==> src/rtl/csd_pkg.sv <==
package csd_pkg;

  // Phase strobes sent from the sequencer to the datapath.
  typedef struct packed {
    logic load;    // capture coefficient, clear results
    logic recode;  // low-to-high canonical recoding step
    logic refine;  // high-to-low refinement step
    logic tally;   // cost accumulation step
  } ctrlStrobes_t;

  typedef enum logic [2:0] {
    ST_IDLE,
    ST_RECODE,
    ST_REFINE,
    ST_TALLY,
    ST_FINISH
  } seqState_t;

endpackage

==> src/rtl/csd_ctrl.sv <==
module csd_ctrl
  import csd_pkg::*;
#(
  parameter int unsigned COEF_W = 12,
  localparam int unsigned IDX_W = $clog2(COEF_W)
) (
  input  logic             clk,
  input  logic             rstN,
  input  logic             start,
  output ctrlStrobes_t     strobes,
  output logic [IDX_W-1:0] idx,
  output logic             done
);

  localparam logic [IDX_W-1:0] LAST_IDX = IDX_W'(COEF_W - 1);
  localparam logic [IDX_W-1:0] REF_TOP  = IDX_W'(COEF_W - 3);

  seqState_t state;

  always_ff @(posedge clk or negedge rstN) begin
    if (!rstN) begin
      state <= ST_IDLE;
      idx   <= '0;
    end else begin
      unique case (state)
        ST_IDLE: begin
          if (start) begin
            state <= ST_RECODE;
            idx   <= '0;
          end
        end
        ST_RECODE: begin
          if (idx == LAST_IDX) begin
            state <= ST_REFINE;
            idx   <= REF_TOP;
          end else begin
            idx <= idx + 1'b1;
          end
        end
        ST_REFINE: begin
          if (idx == '0) begin
            state <= ST_TALLY;
          end else begin
            idx <= idx - 1'b1;
          end
        end
        ST_TALLY: begin
          if (idx == LAST_IDX) begin
            state <= ST_FINISH;
            idx   <= '0;
          end else begin
            idx <= idx + 1'b1;
          end
        end
        default: state <= ST_IDLE;
      endcase
    end
  end

  always_comb begin
    strobes.load   = (state == ST_IDLE) && start;
    strobes.recode = (state == ST_RECODE);
    strobes.refine = (state == ST_REFINE);
    strobes.tally  = (state == ST_TALLY);
    done           = (state == ST_FINISH);
  end

  // done is a single-cycle pulse
  p_done_single_r1: assert property (@(posedge clk) disable iff (!rstN)
    done |=> !done);

  // at most one phase active in any cycle
  p_phase_exclusive_r1: assert property (@(posedge clk) disable iff (!rstN)
    $onehot0({strobes.load, strobes.recode, strobes.refine, strobes.tally, done}));

  // a start during the done cycle does not begin a new run
  p_start_after_done_ignored_r2: assert property (@(posedge clk) disable iff (!rstN)
    done |=> !strobes.recode);

endmodule

==> src/rtl/csd_datapath.sv <==
module csd_datapath
  import csd_pkg::*;
#(
  parameter int unsigned COEF_W = 12,
  localparam int unsigned IDX_W   = $clog2(COEF_W),
  localparam int unsigned CNT_W   = $clog2(COEF_W + 1),
  localparam int unsigned SHIFT_W = $clog2(COEF_W * (COEF_W - 1) / 2 + 1)
) (
  input  logic               clk,
  input  logic               rstN,
  input  ctrlStrobes_t       strobes,
  input  logic [IDX_W-1:0]   idx,
  input  logic [COEF_W-1:0]  coef,
  output logic [COEF_W-1:0]  posD,
  output logic [COEF_W-1:0]  negD,
  output logic [CNT_W-1:0]   nzCnt,
  output logic [SHIFT_W-1:0] shiftAcc,
  output logic [CNT_W-1:0]   lenR
);

  logic [COEF_W-1:0] coefR;
  logic              carry;

  // sign-extended view so the top step sees the sign as its upper neighbour
  logic [COEF_W:0] coefExt;
  logic [IDX_W:0]  idxP1;
  logic [IDX_W:0]  idxP2;
  logic            curBit;
  logic            nextBit;
  logic            oddSum;
  logic            matchRefine;
  logic            digitNz;

  always_comb begin
    coefExt     = {coefR[COEF_W-1], coefR};
    idxP1       = {1'b0, idx} + 1'b1;
    idxP2       = {1'b0, idx} + 2'd2;
    curBit      = coefExt[idx];
    nextBit     = coefExt[idxP1];
    oddSum      = curBit ^ carry;
    matchRefine = posD[idxP2] & ~posD[idxP1] & ~negD[idxP1] & negD[idx];
    digitNz     = posD[idx] | negD[idx];
  end

  always_ff @(posedge clk or negedge rstN) begin
    if (!rstN) begin
      coefR    <= '0;
      carry    <= 1'b0;
      posD     <= '0;
      negD     <= '0;
      nzCnt    <= '0;
      shiftAcc <= '0;
      lenR     <= '0;
    end else if (strobes.load) begin
      coefR    <= coef;
      carry    <= 1'b0;
      posD     <= '0;
      negD     <= '0;
      nzCnt    <= '0;
      shiftAcc <= '0;
      lenR     <= '0;
    end else if (strobes.recode) begin
      if (oddSum) begin
        if (nextBit) begin
          negD[idx] <= 1'b1;  // bottom of a run of ones
          carry     <= 1'b1;
        end else begin
          posD[idx] <= 1'b1;  // lone one or top of a run
          carry     <= 1'b0;
        end
      end else begin
        carry <= curBit;      // two ones meet: carry stays, otherwise clears
      end
    end else if (strobes.refine) begin
      if (matchRefine) begin
        posD[idxP2] <= 1'b0;
        posD[idxP1] <= 1'b1;
        posD[idx]   <= 1'b1;
        negD[idx]   <= 1'b0;
      end
    end else if (strobes.tally) begin
      if (digitNz) begin
        nzCnt    <= nzCnt + 1'b1;
        shiftAcc <= shiftAcc + SHIFT_W'(idx);
        lenR     <= CNT_W'(idx) + 1'b1;
      end
    end
  end

  // a position never carries both signs
  p_digits_disjoint_r3: assert property (@(posedge clk) disable iff (!rstN)
    (posD & negD) == '0);

  // after the first pass no two nonzero digits touch
  p_nonadjacent_r4: assert property (@(posedge clk) disable iff (!rstN)
    $fell(strobes.recode) |-> (((posD | negD) & ((posD | negD) >> 1)) == '0));

  // refinement keeps the number of nonzero digits
  p_refine_keeps_count_r5: assert property (@(posedge clk) disable iff (!rstN)
    strobes.refine |=> $countones(posD | negD) == $past($countones(posD | negD)));

  // refinement never adds a subtraction
  p_refine_no_new_neg_r5: assert property (@(posedge clk) disable iff (!rstN)
    strobes.refine |=> $countones(negD) <= $past($countones(negD)));

  // with no phase active the result registers hold
  p_result_hold_r9: assert property (@(posedge clk) disable iff (!rstN)
    !(strobes.load | strobes.recode | strobes.refine | strobes.tally)
      |=> $stable(posD) && $stable(negD) && $stable(nzCnt) && $stable(shiftAcc) && $stable(lenR));

endmodule

==> src/rtl/csd_recoder.sv <==
module csd_recoder
  import csd_pkg::*;
#(
  parameter int unsigned COEF_W = 12,
  localparam int unsigned IDX_W   = $clog2(COEF_W),
  localparam int unsigned CNT_W   = $clog2(COEF_W + 1),
  localparam int unsigned SHIFT_W = $clog2(COEF_W * (COEF_W - 1) / 2 + 1)
) (
  input  logic               clk,
  input  logic               rstN,
  input  logic               start,
  input  logic [COEF_W-1:0]  coef,
  output logic               done,
  output logic [COEF_W-1:0]  posDigits,
  output logic [COEF_W-1:0]  negDigits,
  output logic [CNT_W-1:0]   adderCount,
  output logic [SHIFT_W-1:0] shiftCount,
  output logic [CNT_W-1:0]   codeLength
);

  ctrlStrobes_t     strobes;
  logic [IDX_W-1:0] idx;
  logic [CNT_W-1:0] nzCnt;

  csd_ctrl #(.COEF_W(COEF_W)) ctrl_i (
    .clk     (clk),
    .rstN    (rstN),
    .start   (start),
    .strobes (strobes),
    .idx     (idx),
    .done    (done)
  );

  csd_datapath #(.COEF_W(COEF_W)) dp_i (
    .clk      (clk),
    .rstN     (rstN),
    .strobes  (strobes),
    .idx      (idx),
    .coef     (coef),
    .posD     (posDigits),
    .negD     (negDigits),
    .nzCnt    (nzCnt),
    .shiftAcc (shiftCount),
    .lenR     (codeLength)
  );

  assign adderCount = (nzCnt == '0) ? '0 : nzCnt - 1'b1;

  // adder figure tracks the digit vectors at completion
  p_adders_match_r6: assert property (@(posedge clk) disable iff (!rstN)
    done && ((posDigits | negDigits) != '0)
      |-> int'(adderCount) + 1 == $countones(posDigits | negDigits));

  // nothing nonzero sits at or above the reported length
  p_length_bound_r8: assert property (@(posedge clk) disable iff (!rstN)
    done |-> ((posDigits | negDigits) >> codeLength) == '0);

  // an all-zero encoding costs nothing
  p_zero_cost_r8: assert property (@(posedge clk) disable iff (!rstN)
    done && ((posDigits | negDigits) == '0)
      |-> codeLength == '0 && shiftCount == '0 && adderCount == '0);

endmodule

==> config.mk <==
export PLATFORM = sky130hd
export DESIGN_NAME = csd_recoder
export DESIGN_NICKNAME = d
export VERILOG_FILES = /design/src/rtl/csd_pkg.sv /design/src/rtl/csd_ctrl.sv /design/src/rtl/csd_datapath.sv /design/src/rtl/csd_recoder.sv
export SDC_FILE = /design/constraint.sdc
export NUM_CORES = 1
export LEC_CHECK = 0
export ABC_AREA = 1
export ABC_CLOCK_PERIOD_IN_PS = 3800
export BUFFER_PORTS_ARGS = -buffer_cell sky130_fd_sc_hd__buf_2
export CAP_MARGIN = 5
export CORE_ASPECT_RATIO = 1.75
export CORE_MARGIN = 3
export CORE_UTILIZATION = 55
export DETAILED_ROUTE_END_ITERATION = 8
export PLACE_DENSITY = 0.76
export SKIP_CTS_REPAIR_TIMING = 1
export SLEW_MARGIN = 20
export SYNTH_ARGS = -nofsm -noshare
export SYNTH_HDL_FRONTEND = slang
export SYNTH_SLANG_ARGS = --single-unit
==> constraint.sdc <==
create_clock -name clk -period 3.8 [get_ports clk]
set_input_delay 0 -clock clk [delete_from_list [all_inputs] [get_ports clk]]
set_output_delay 0 -clock clk [all_outputs]
set_load 0.05 [all_outputs]
# Word-level counts from Yosys, hierarchy flattened
# Index checks and enable logic that the tools add are counted.
[totals]
regBits = 59
elab_cells = 132
input_bits = 15
[op_classes]
reduce_logical = 18
add_sub_neg = 7
bitwise_logic = 15
n_mux = 62
eq_ne = 15
n_lt_le_gt_ge = 6
[ops]
columns = ["op", "n"]
rows = [
  ["12-bit 2-to-1 mux", 12],
  ["4-bit 2-to-1 mux", 15],
  ["12-bit bitwise OR", 4],
  ["7-bit 2-to-1 mux", 5],
  ["1-bit binary-select mux with 4-bit select", 7],
  ["12-bit bitwise AND", 2],
  ["12-bit inverter", 2],
  ["4-bit case mux with 4 select lines", 1],
  ["4-bit AND reduction", 4],
  ["1-bit 2-to-1 mux", 14],
  ["1-bit demux with 4-bit select", 3],
  ["3-bit 2-to-1 mux", 4],
  ["3-bit case mux with 4 select lines", 1],
  ["5-bit by 1-bit >= comparator with 1-bit output, second input constant", 2],
  ["5-bit less-than comparator, second input constant", 2],
  ["2-bit inequality test, second input constant", 5],
  ["4-bit by 1-bit adder with 4-bit output, second input constant", 2],
  ["4-bit logical NOT", 2],
  ["4-bit by 1-bit subtractor with 4-bit output, second input constant", 2],
  ["7-bit by 4-bit adder with 7-bit output", 1],
  ["3-bit by 2-bit == test with 1-bit output, second input constant", 2],
  ["3-bit by 1-bit inequality test with 1-bit output, second input constant", 2],
  ["2-bit nonzero test", 3],
  ["3-bit nonzero test", 2],
  ["other kinds (17)", 24],
]

# Logic depth before layout (Yosys ltp)
[depth]
depth_word = 13
mapped_depth = 18

# Hierarchy
# Synthesis repeated with hierarchy kept, for this count alone.
[hier_totals]
cells_unflattened = 668
hier_area_um2 = 4451.8
[by_module_without_submodules]
columns = ["module", "cells_each", "seq_area_each_um2", "instances", "area_each_um2"]
rows = [
  ["csd_datapath", 569, 1301.2, 1, 3844.9],
  ["csd_ctrl", 84, 175.2, 1, 540.5],
  ["csd_recoder", 15, 0.0, 1, 66.3],
]

# Worst setup path after synthesis
# OpenSTA, ideal clock, no wires.
[synth_timing]
path_kind = "reg2reg"
start = "register ctrl_i.idx[0]"
end = "register dp_i.negD[1]"
setup_slack_ns = 1.470
t_arrival_ns = 2.211
synth_period_minus_slack_ns = 2.330
t_required_ns = 3.680
stages_incl_launch_ff = 18
path_buffers = 4
cell_sequence = "dfrtp_1 > buf_4 > inv_2 > buf_4 > ha_1 > clkbuf_1 > nand3b_1 > nand2_1 > nand2_1 > nand3_1 > nand2_1 > nand3_1 > nand3_2 > nand2_4 > nand2_2 > buf_6 > nand2_1 > nand2_1"
[synth_between]
elab_chain_len = 10
elab_cells_between_ends = 38
cone_classes = "add/sub (2); order compare (2); eq/ne (2); mux (20); bitwise (9); reduce/logical (3)"
[synth_lines]
columns = ["element", "line_no", "source"]
rows = [
  ["start, declared", "csd_ctrl.sv:11", "output logic [IDX_W-1:0] idx,"],
  ["start signal, assigned", "csd_ctrl.sv:37", "idx <= idx + 1'b1;"],
  ["start signal, assigned", "csd_ctrl.sv:44", "idx <= idx - 1'b1;"],
  ["start signal, assigned", "csd_ctrl.sv:52", "idx <= idx + 1'b1;"],
  ["parallel branches: the longest is 10 deep, another holds 4-bit by 1-bit adder with 5-bit output", "-", ""],
  ["end signal, assigned", "csd_datapath.sv:58", "negD <= '0;"],
  ["end signal, assigned by index", "csd_datapath.sv:65", "negD[idx] <= 1'b1;"],
  ["end signal, assigned by index", "csd_datapath.sv:79", "negD[idx] <= 1'b0;"],
  ["end, declared", "csd_datapath.sv:15", "output logic [COEF_W-1:0] negD,"],
]
# Parallel ways; which one is timed is not known. The select of a mux whose other input is x is not followed.
# A chain may end at the register's enable or synchronous reset.

# Final worst setup path
[layout_timing]
start = "register ctrl_i.idx[0]"
end = "register dp_i.negD[0]"
# Same word-level chain as after synthesis.

==> run_results.csv <==
group,metric,value,unit
synthesis,synth_area_per_cell,6.67,um^2
floorplan,rows,42,
drt,postRouteAntennaNets,0,
sta,layout_setup_ws,1.06,ns
placed_design,gp_congestion,0.982,
grt,antenna_found_initial,0,
synthesis,yosysSeqAreaShare,34.5,%
clock_tree,clk_latency,0.34,ns
sta,rsz0062_at_grt,"no",
placed_design,post-dp-hpwl,9.93,mm
worst_setup_path,rr_startpoint,"ctrl_i.idx[0]",
synthesis,synth_edf_count,0,
floorplan,start_util,56.5,%
run,max-cap-violations,0,
final_layout,num_antenna_cells,0,
sta,fmax,365,MHz
placed_design,dp_slack,1.10,ns
drt,postRouteWirelength,13.6,mm
sta,worst_pin_slew,0.799,ns
drt,vias,4594,
sta,setup_viol,0,
worst_setup_path,worst-r2r-setup-slack,1.06,ns
worst_setup_path,crit_start,"ctrl_i.idx[0]",
drt,drt_iter0_drc,424,
clock_tree,cts_root_buf,"clkbuf_16",
sta,report.final.slew_viol_count,0,
grt,grt_pass1_wl,21.6,mm
sta,slew_headroom,46.8,%
worst_setup_path,endpoint_kind,"flop",
grt,grt_start_max_net_pins,60,
sta,tns,0,ns
synthesis,async_flop_share,100,%
clock_tree,clock-sinks,59,
worst_setup_path,worstPathRequired,4.03,ns
synthesis,syn_area,0.00428,mm^2
sta,hold_violations,0,
synthesis,synth.net_count,674,
sta,skew,0.00423,ns
outcome,outcome,"finished clean",
synthesis,synth_cells,642,
final_layout,drive_gt1_share,14.0,%
drt,firstDrtPassIters,7,
drt,wl_per_cell,17.2,um
worst_setup_path,crit_type,"flop to flop",
floorplan,boundaryPins,55,
grt,grt_use_total,31.8,%
synthesis,dominantRegCellSynth,"dfrtp_1",
floorplan,die_area,0.00892,mm^2
worst_setup_path,crit_path_start_kind,"flop",
clock_tree,cts_tree,"built",
final_layout,layout_commonest_cell,"nand2_1",
worst_setup_path,rr_worst_depth,14,
sta,timing.final.crit_share,72.1,%
clock_tree,cts.clk_slew.worst_paths,0.05,ns
clock_tree,ctsLongestPathBuffers,2,
drt,route.detailed.drc,0,
grt,grt_pass1_vias,4414,
synthesis,synth_warnings,0,
clock_tree,numCtsBuffers,9,
final_layout,final_util,65.8,%
grt,overflow,0,
synthesis,yosysUniqueCellTypes,39,
floorplan,core-area,0.00757,mm^2
placed_design,port-buffer-count,54,
sta,fin_crit,2.74,ns
drt,viasPerCell,5.79,
worst_hold_path,min_path_type,"input pin to flop",
final_layout,mostFrequentLayoutCells,"nand2_1, nand3_1, dfrtp_1",
worst_setup_path,r2r_end,"dp_i.negD[0]",
final_layout,syn_to_final_growth,16.4,%
floorplan,die_h,123,um
synthesis,synth_seq_cells,59,
worst_setup_path,crit_fanout,16,
floorplan,die_x,72.7,um
worst_setup_path,worstPathArrival,2.96,ns
final_layout,nets,733,
worst_setup_path,crit_end,"dp_i.negD[0]",
sta,fin_hold_ws,0.200,ns
clock_tree,htreeDepth,3,
-- per-stage QoR --
stage	cells	area, um^2
5_1_grt	793	4980
3_3_place_gp	765	4570
4_1_cts	780	4850
2_1_floorplan	642	4280
3_5_place_dp	765	4570
6_report	793	4980
-- per-layer routing --
layer  global-route usage [%]  routed length [um]  part of all wire [%]  vias up
li1                         -                   -                     -     2194
met1                     34.6                4930                    36     2125
met2                     56.0                7060                    52      218
met3                     4.51                 797                   5.9       57
met4                     20.8                 829                   6.1        0
met5                        0                   0                     0        -
-- worst min-delay path by stage --
stage / from / cells past startpoint / slack (ns) / to
floorplan: rstN / 0 / -0.30 / ctrl_i.idx[0]
global placement: rstN / 2 / 0.19 / dp_i.coefR[2]
detailed placement: rstN / 2 / 0.20 / dp_i.coefR[5]
CTS: rstN / 2 / -0.16 / dp_i.coefR[5]
global route: start / 4 / 0.22 / ctrl_i.state[2]
finish: start / 4 / 0.20 / ctrl_i.state[2]
-- registers in the layout, indices dropped and copies added (netlist names) --
signal and count:
ctrl_i.state 3, dp_i.lenR 4, dp_i.posD 12, dp_i.nzCnt 4, dp_i.coefR 12, dp_i.shiftAcc 7
ctrl_i.idx 4, dp_i.carry 1, dp_i.negD 12
-- logic make-up (layout without fill, tap and decap cells) --
logic type / count (synthesis) / after routing / share of synthesized area (%)
DFF: 59 / 59 / 34.5
adders and majority gates: 17 / 17 / 5.15
xor gates and xnor gates: 9 / 9 / 2.19
buffers and inverters: 86 / 149 / 8.83
muxes: 1 / 1 / 0.234
and+or+nand+nor: 371 / 371 / 36.5
AOI/OAI and AO/OA: 99 / 99 / 12.6
-- cells in the mapped netlist (2+ instances only) --
cell | number | area share [%]
inv_2 | 5 | 0.44
o211ai_1 | 3 | 0.53
o21ai_0 | 53 | 6.2
o21ai_1 | 5 | 0.58
dfrtp_1 | 59 | 35
or2_2 | 4 | 0.58
nor2_1 | 38 | 3.3
nor3_1 | 3 | 0.35
a31oi_1 | 8 | 1.2
xnor2_1 | 4 | 0.82
nand3_1 | 79 | 9.2
a211oi_1 | 4 | 0.70
buf_2 | 9 | 1.1
buf_6 | 2 | 0.53
ha_1 | 16 | 4.7
nand3_2 | 2 | 0.47
buf_4 | 7 | 1.2
clkbuf_1 | 9 | 0.79
a21oi_1 | 22 | 2.6
nand4_1 | 3 | 0.44
nand2_1 | 232 | 20
inv_1 | 53 | 4.6
xor2_1 | 3 | 0.61
nand2_2 | 4 | 0.58
-- critical path, cell delays in order, from the launching register on --
cell and delay, ns:
dfrtp_1 0.34, buf_4 0.22, inv_2 0.06, ha_1 0.51
inv_1 0.27, nand3_1 0.15, nand3_1 0.10, o21ai_0 0.11
nand2_1 0.07, nand2_1 0.09, nand3_2 0.09, nand2_2 0.22
nand2_2 0.21, nand2_1 0.12, nand2_1 0.06
-- final cells by class --
type                    instances  area (um^2)
fillers                       728         2590
multi-input cells             497         2420
flip-flops and latches         59         1480
repair buffers                 75          460
clock buffers                  10          229
inverters                      59          224
well taps                      88          110
clock inverters                 5         55.1
Power is not shown: default switching activity piles up to over one toggle a cycle in this logic, so the estimate is an artifact.
